==> config.mk <==
export PLATFORM = sky130hd
export DESIGN_NAME = dual_rate_timebase
export DESIGN_NICKNAME = d
export VERILOG_FILES = /design/src/rtl/drt_pkg.sv /design/src/rtl/drt_ctrl_sfr.sv /design/src/rtl/drt_rate_phase.sv /design/src/rtl/drt_state_seq.sv /design/src/rtl/dual_rate_timebase.sv
export SDC_FILE = /design/constraint.sdc
export NUM_CORES = 1
export LEC_CHECK = 0
export ABC_CLOCK_PERIOD_IN_PS = 1750
export CAP_MARGIN = 0
export CORE_AREA = 3 3 40 42
export CTS_CLUSTER_SIZE = 16
export DETAILED_ROUTE_END_ITERATION = 16
export DIE_AREA = 0 0 43 45
export DONT_BUFFER_PORTS = 1
export REMOVE_ABC_BUFFERS = 1
export SLEW_MARGIN = 20
export SYNTH_ARGS = -nofsm -noshare
export SYNTH_HDL_FRONTEND = slang
export SYNTH_SLANG_ARGS = --single-unit
export TNS_END_PERCENT = 5
==> constraint.sdc <==
create_clock -name clk -period 1.75 [get_ports clk]
set_input_delay 0.0875 -clock clk [delete_from_list [all_inputs] [get_ports clk]]
set_output_delay 0.0875 -clock clk [all_outputs]
set_load 0.01 [all_outputs]
==> src/rtl/drt_pkg.sv <==
package drt_pkg;
  typedef enum logic {
    RATE_STD  = 1'b0,
    RATE_FAST = 1'b1
  } rate_e;

  // number of oscillator cycles per internal state at a given rate
  function automatic int unsigned osc_per_state(input rate_e r);
    return (r == RATE_FAST) ? 1 : 2;
  endfunction
endpackage

==> src/rtl/drt_ctrl_sfr.sv <==
module drt_ctrl_sfr #(
  parameter int          ADDR_W    = 8,
  parameter int          DATA_W    = 8,
  parameter logic [ADDR_W-1:0] CTRL_ADDR = 8'h8F,
  parameter int          SEL_BIT   = 0
) (
  input  logic              clk,
  input  logic              rst,
  input  logic [ADDR_W-1:0] sfr_addr,
  input  logic [DATA_W-1:0] sfr_wdata,
  input  logic              sfr_we,
  output logic [DATA_W-1:0] sfr_rdata,
  output drt_pkg::rate_e    rate_req
);
  import drt_pkg::*;

  logic hit;
  assign hit = (sfr_addr == CTRL_ADDR);

  rate_e sel_q;

  always_ff @(posedge clk) begin
    if (rst) begin
      sel_q <= RATE_STD;
    end else if (sfr_we && hit) begin
      sel_q <= rate_e'(sfr_wdata[SEL_BIT]);
    end
  end

  logic [DATA_W-1:0] rd_next;
  always_comb begin
    rd_next = '0;
    if (hit) begin
      rd_next[SEL_BIT] = sel_q;
    end
  end

  always_ff @(posedge clk) begin
    if (rst) begin
      sfr_rdata <= '0;
    end else begin
      sfr_rdata <= rd_next;
    end
  end

  assign rate_req = sel_q;
endmodule

==> src/rtl/drt_rate_phase.sv <==
module drt_rate_phase (
  input  logic           clk,
  input  logic           rst,
  input  drt_pkg::rate_e rate_req,
  output logic           phase,
  output drt_pkg::rate_e rate_eff,
  output logic           int_tick
);
  import drt_pkg::*;

  logic  phase_q;
  rate_e eff_q;

  always_ff @(posedge clk) begin
    if (rst) begin
      phase_q <= 1'b0;
      eff_q   <= RATE_STD;
    end else begin
      phase_q <= ~phase_q;
      // apply a pending rate only once the phase pair is complete
      if (phase_q) begin
        eff_q <= rate_req;
      end
    end
  end

  assign phase    = phase_q;
  assign rate_eff = eff_q;
  assign int_tick = (eff_q == RATE_FAST) || phase_q;
endmodule

==> src/rtl/drt_state_seq.sv <==
module drt_state_seq #(
  parameter int STATES = 6
) (
  input  logic clk,
  input  logic rst,
  input  logic int_tick,
  output logic state_tick,
  output logic periph_tick,
  output logic mcycle_strobe
);
  localparam int CNT_W = (STATES > 1) ? $clog2(STATES) : 1;
  localparam logic [CNT_W-1:0] LAST = CNT_W'(STATES - 1);

  logic [CNT_W-1:0] cnt_q;
  logic             at_last;
  assign at_last = (cnt_q == LAST);

  always_ff @(posedge clk) begin
    if (rst) begin
      cnt_q <= '0;
    end else if (int_tick) begin
      cnt_q <= at_last ? '0 : cnt_q + 1'b1;
    end
  end

  always_ff @(posedge clk) begin
    if (rst) begin
      state_tick    <= 1'b0;
      periph_tick   <= 1'b0;
      mcycle_strobe <= 1'b0;
    end else begin
      state_tick    <= int_tick;
      periph_tick   <= int_tick;
      mcycle_strobe <= int_tick && at_last;
    end
  end
endmodule

==> src/rtl/dual_rate_timebase.sv <==
module dual_rate_timebase #(
  parameter int                ADDR_W    = 8,
  parameter int                DATA_W    = 8,
  parameter logic [ADDR_W-1:0] CTRL_ADDR = 8'h8F,
  parameter int                SEL_BIT   = 0,
  parameter int                STATES    = 6
) (
  input  logic              clk,
  input  logic              rst,
  input  logic [ADDR_W-1:0] sfr_addr,
  input  logic [DATA_W-1:0] sfr_wdata,
  input  logic              sfr_we,
  output logic [DATA_W-1:0] sfr_rdata,
  output logic              state_tick,
  output logic              periph_tick,
  output logic              mcycle_strobe
);
  import drt_pkg::*;

  rate_e rate_req;
  rate_e rate_eff;
  logic  phase;
  logic  int_tick;

  drt_ctrl_sfr #(
    .ADDR_W(ADDR_W), .DATA_W(DATA_W), .CTRL_ADDR(CTRL_ADDR), .SEL_BIT(SEL_BIT)
  ) u_sfr (
    .clk(clk), .rst(rst), .sfr_addr(sfr_addr), .sfr_wdata(sfr_wdata),
    .sfr_we(sfr_we), .sfr_rdata(sfr_rdata), .rate_req(rate_req)
  );

  drt_rate_phase u_phase (
    .clk(clk), .rst(rst), .rate_req(rate_req), .phase(phase),
    .rate_eff(rate_eff), .int_tick(int_tick)
  );

  drt_state_seq #(.STATES(STATES)) u_seq (
    .clk(clk), .rst(rst), .int_tick(int_tick), .state_tick(state_tick),
    .periph_tick(periph_tick), .mcycle_strobe(mcycle_strobe)
  );
endmodule

Yosys cells after proc, flatten, opt, wreduce, memory -nomap -nowiden
Index checks and enable logic that the tools add are counted.
- output and inout port bits: 11
- bits in registers: 16
- bitwise gates (word level): 2
- reduce and logical (&&, ||, !) cells: 4
- add/subtract/negate cells: 1
- muxes and demuxes: 1
- eq/ne operators: 2
- operator list (cell ; number):
    == test 8 bit, second input constant ; 1
    adder 3 x 1 -> 3 bit, second input constant ; 1
    == test 3 bit, second input constant ; 1
    two-way mux 3 bit ; 1
    logical AND 1 bit ; 2
    inverter 1 bit ; 2
    OR reduction 2 bit ; 1
    logical OR 1 bit ; 1

Logic depth before layout (Yosys ltp)
- depth in word-level cells: 3
- mapped depth: 3
- gate-level depth less buffers: 3

Hierarchy
From an unflattened synthesis, not the netlist that was laid out.
- cell total of the unflattened synthesis: 40
- area total of the unflattened synthesis: 411.6 sq um
- by module, submodules not included (module ; cells each ; area each (sq um) ; instances):
    drt_state_seq ; 16 ; 193.9 ; 1
    drt_ctrl_sfr ; 18 ; 153.9 ; 1
    drt_rate_phase ; 6 ; 63.8 ; 1

Worst setup path before layout
OpenSTA, ideal clock, no wires.
- path type: input to register
- start point: input port sfr_addr[5]
- end point: register u_sfr.sel_q, in the netlist u_sfr.rate_req
- arrival: 0.962 ns
- buffers on the path: 0
- stages on the path: 3
- slack: 0.716 ns
- required time: 1.678 ns
- cell sequence: or4b_4 -> nor3_2 -> mux2i_1
- word-level cells in the longest chain between the ends: 2
- RTL lines (item ; RTL line ; source):
    start, declared ; dual_rate_timebase.sv:10 ; input logic [ADDR_W-1:0] sfr_addr,
    == test 8 bit ; drt_ctrl_sfr.sv:18 ; assign hit = (sfr_addr == CTRL_ADDR);
    logical AND 1 bit ; drt_ctrl_sfr.sv:25 ; end else if (sfr_we && hit) begin
    end signal, assigned ; drt_ctrl_sfr.sv:26 ; sel_q <= rate_e'(sfr_wdata[SEL_BIT]);
    end, declared ; drt_ctrl_sfr.sv:20 ; rate_e sel_q;
Every way passes these cells.
A chain may end at the register's enable or synchronous reset.

Final worst setup path
- start point: input port sfr_addr[6]
- end point: register u_sfr.sel_q, in the netlist u_sfr.rate_req
The elaborated chain is that of the path after synthesis.

==> results.sh <==
export IMPL_sequentialPowerShare_pct=54.1
export IMPL_wl_per_cell_um=9.50
export IMPL_cts_path_max_buffers=2
export IMPL_worstPathRequired_ps=1940
export IMPL_crit_path_max_fanout=2
export IMPL_setup_ws_ps=441
export IMPL_cts_resized=0
export IMPL_drv_cap=0
export IMPL_io_buffer_count=0
export IMPL_drt_iter0_markers=3
export IMPL_cts_sinks=9
export IMPL_start_util_pct=30.8
export IMPL_place_ws_ps=636
export IMPL_cellLeakagePower_nw=0.156
export IMPL_cts_setup_buffers=0
export IMPL_antenna_cells=0
export IMPL_clk_pin_slew_worst_paths_ps=60
export IMPL_clock_skew_ps=2.02
export IMPL_hold_class="input pin to register"
export IMPL_ios=30
export IMPL_holdBufCountCts=2
export IMPL_grt_pass1_vias=231
export IMPL_swShare_pct=22.9
export IMPL_clock_fmax_mhz=764
export IMPL_syn_inst=43
export IMPL_end_kind="register"
export IMPL_grt_ovfl_total=0
export IMPL_drive_gt1_share_pct=12.8
export IMPL_yosysSeqAreaShare_pct=45.6
export IMPL_intPower_mw=0.311
export IMPL_clk_latency_ps=260
export IMPL_cp_arrival_ps=1500
export IMPL_die_y_um=45
export IMPL_grt_max_degree=8
export IMPL_cts_buffers=3
export IMPL_rsz0062_at_grt="no"
export IMPL_dr_pass1_iters=3
export IMPL_drcViolationCount=0
export IMPL_vias=271
export IMPL_syn_area_per_cell_um2=9.19
export IMPL_nFillCells=142
export IMPL_cellPowerDensity_nw_per_um2=940
export IMPL_die_area_um2=1940
export IMPL_areaGrowthSynthToFinish_pct=8.54
export IMPL_routed_wl_um=589
export IMPL_grt_pass1_wl_um=869
export IMPL_ir_worst_vdd_v=0.000379
export IMPL_crit_type="input pin to register"
export IMPL_die_x_um=43
export IMPL_finalMaxSlewViolations=0
export IMPL_worstSetupStartpointType="input pin"
export IMPL_grt_usage_pct=6.69
export IMPL_cts_root_buf="clkbuf_4"
export IMPL_post_route_min_period_ps=1310
export IMPL_tritoncts="built"
export IMPL_antenna_found_initial=0
export IMPL_clkPwrFrac_pct=39.0
export IMPL_gp_congestion=0.651
export IMPL_setup_viol=0
export IMPL_min_period_over_period_pct=74.8
export IMPL_vias_per_cell=4.37
export IMPL_status="finished, final reports clean"
export IMPL_synth_area_um2=395
export IMPL_p_comb_share_pct=6.9
export IMPL_rows=13
export IMPL_final_nets=67
export IMPL_hold_violations=0
export IMPL_setup_tns_ps=0
export IMPL_core_um2=1280
export IMPL_ys_ff_latch=9
export IMPL_yosys_warnings=0
export IMPL_ant_nets=0
export IMPL_cts_max_level=1
export IMPL_synth_cell_types=19
export IMPL_power_net_switching_mw=0.0923
layer usage:
layer	part of all wire (%)	GRT usage, %
met3	11	7.17
met4	0	1.81
met2	51	9.58
met1	38	6.59
met5	0	0
Yosys cell counts (all sizes together):
library cell / instances / area [um2]
a21oi: 2 / 10.0
buf: 8 / 60.1
clkbuf: 1 / 3.75
clkinvlp: 1 / 5.00
conb: 1 / 3.75
dfxtp: 9 / 180
mux2i: 2 / 20.0
nand2: 3 / 11.3
nand2b: 2 / 12.5
nand4: 1 / 6.26
nor2: 4 / 15.0
nor3: 3 / 20.0
nor3b: 1 / 7.51
nor4: 1 / 6.26
o21ai: 1 / 5.00
or3: 1 / 6.26
or3b: 1 / 8.76
or4b: 1 / 13.8
logic make-up (layout without fill, tap and decap cells):
family / count (synthesis) / after routing / share of synthesized area (%)
buffers and inverters: 10 / 8 / 17.4
flip-flops: 9 / 9 / 45.6
multiplexers: 2 / 2 / 5.06
AO/OA/AOI/OAI: 3 / 3 / 3.80
other: 1 / 7 / 0.948
AND/OR/NAND/NOR: 18 / 18 / 27.2
path summary, 6_finish.rpt:
| path | start | end | slack (ps) | depth (start not counted) |
|---|---|---|---|---|
| max | sfr_addr[6] | u_sfr.rate_req | 440 | 4 |
| min reg2reg | u_seq.cnt_q[2] | u_seq.mcycle_strobe | 460 | 2 |
| min | rst | u_sfr.rate_req | 10 | 2 |
| max reg2reg | u_phase.phase | u_seq.cnt_q[2] | 620 | 3 |
critical path: stages:
cell and delay [ps]:
dlygate4sd3_1 540, or4b_4 490, nor3_2 190, mux2i_1 190
metrics by stage:
step / area (um2) / hold WS, ps / std cells / power, mW / utilization, %
6_report: 429 / 12.3 / 62 / 0.403 / 33.4
5_1_grt: 429 / 0.0192 / 62 / 0.432 / 33.4
4_1_cts: 419 / 6.15 / 61 / 0.409 / 32.6
3_5_place_dp: 373 / 158 / 55 / 0.243 / 29.0
3_3_place_gp: 373 / 156 / 55 / 0.242 / 29.0
2_1_floorplan: 354 / 154 / 40 / 0.240 / -
registers in the layout, summed over array words and instances, names as in the netlist:
register,cells
u_sfr.sfr_rdata,1
u_sfr.rate_req,1
u_phase.rate_eff,1
u_seq.state_tick,1
u_seq.cnt_q,3
u_phase.phase,1
u_seq.mcycle_strobe,1
power groups by stage:
stage / Sequential, mW / Combinational, mW / Clock (mW)
floorplan: 0.222 / 0.0185 / 0
global placement: 0.223 / 0.0194 / 0
detailed placement: 0.223 / 0.0200 / 0
CTS: 0.218 / 0.0255 / 0.165
global route: 0.219 / 0.0309 / 0.183
finish: 0.218 / 0.0276 / 0.157
layout by cell type, fill, tap and decap left out, drive strengths merged:
cell	count
or3b	1
conb	7
nand2	3
nand4	1
dfxtp	9
or4b	1
o21ai	1
nor4	1
clkinvlp	1
nor3	3
nor3b	1
a21oi	2
dlygate4sd3	3
nand2b	2
nor2	4
or3	1
clkbuf	4
mux2i	2
area by class of cell:
cell class	count	area [um2]	area share (%)
tap	15	18.8	4.37
clock buffer	4	26.3	6.12
timing repair buffer	3	30.0	7.00
multi-input combinational	30	169	39.4
sequential	9	180	42.0
inverter	1	5.00	1.17
Note: power is estimated with default switching activity, not from simulation.
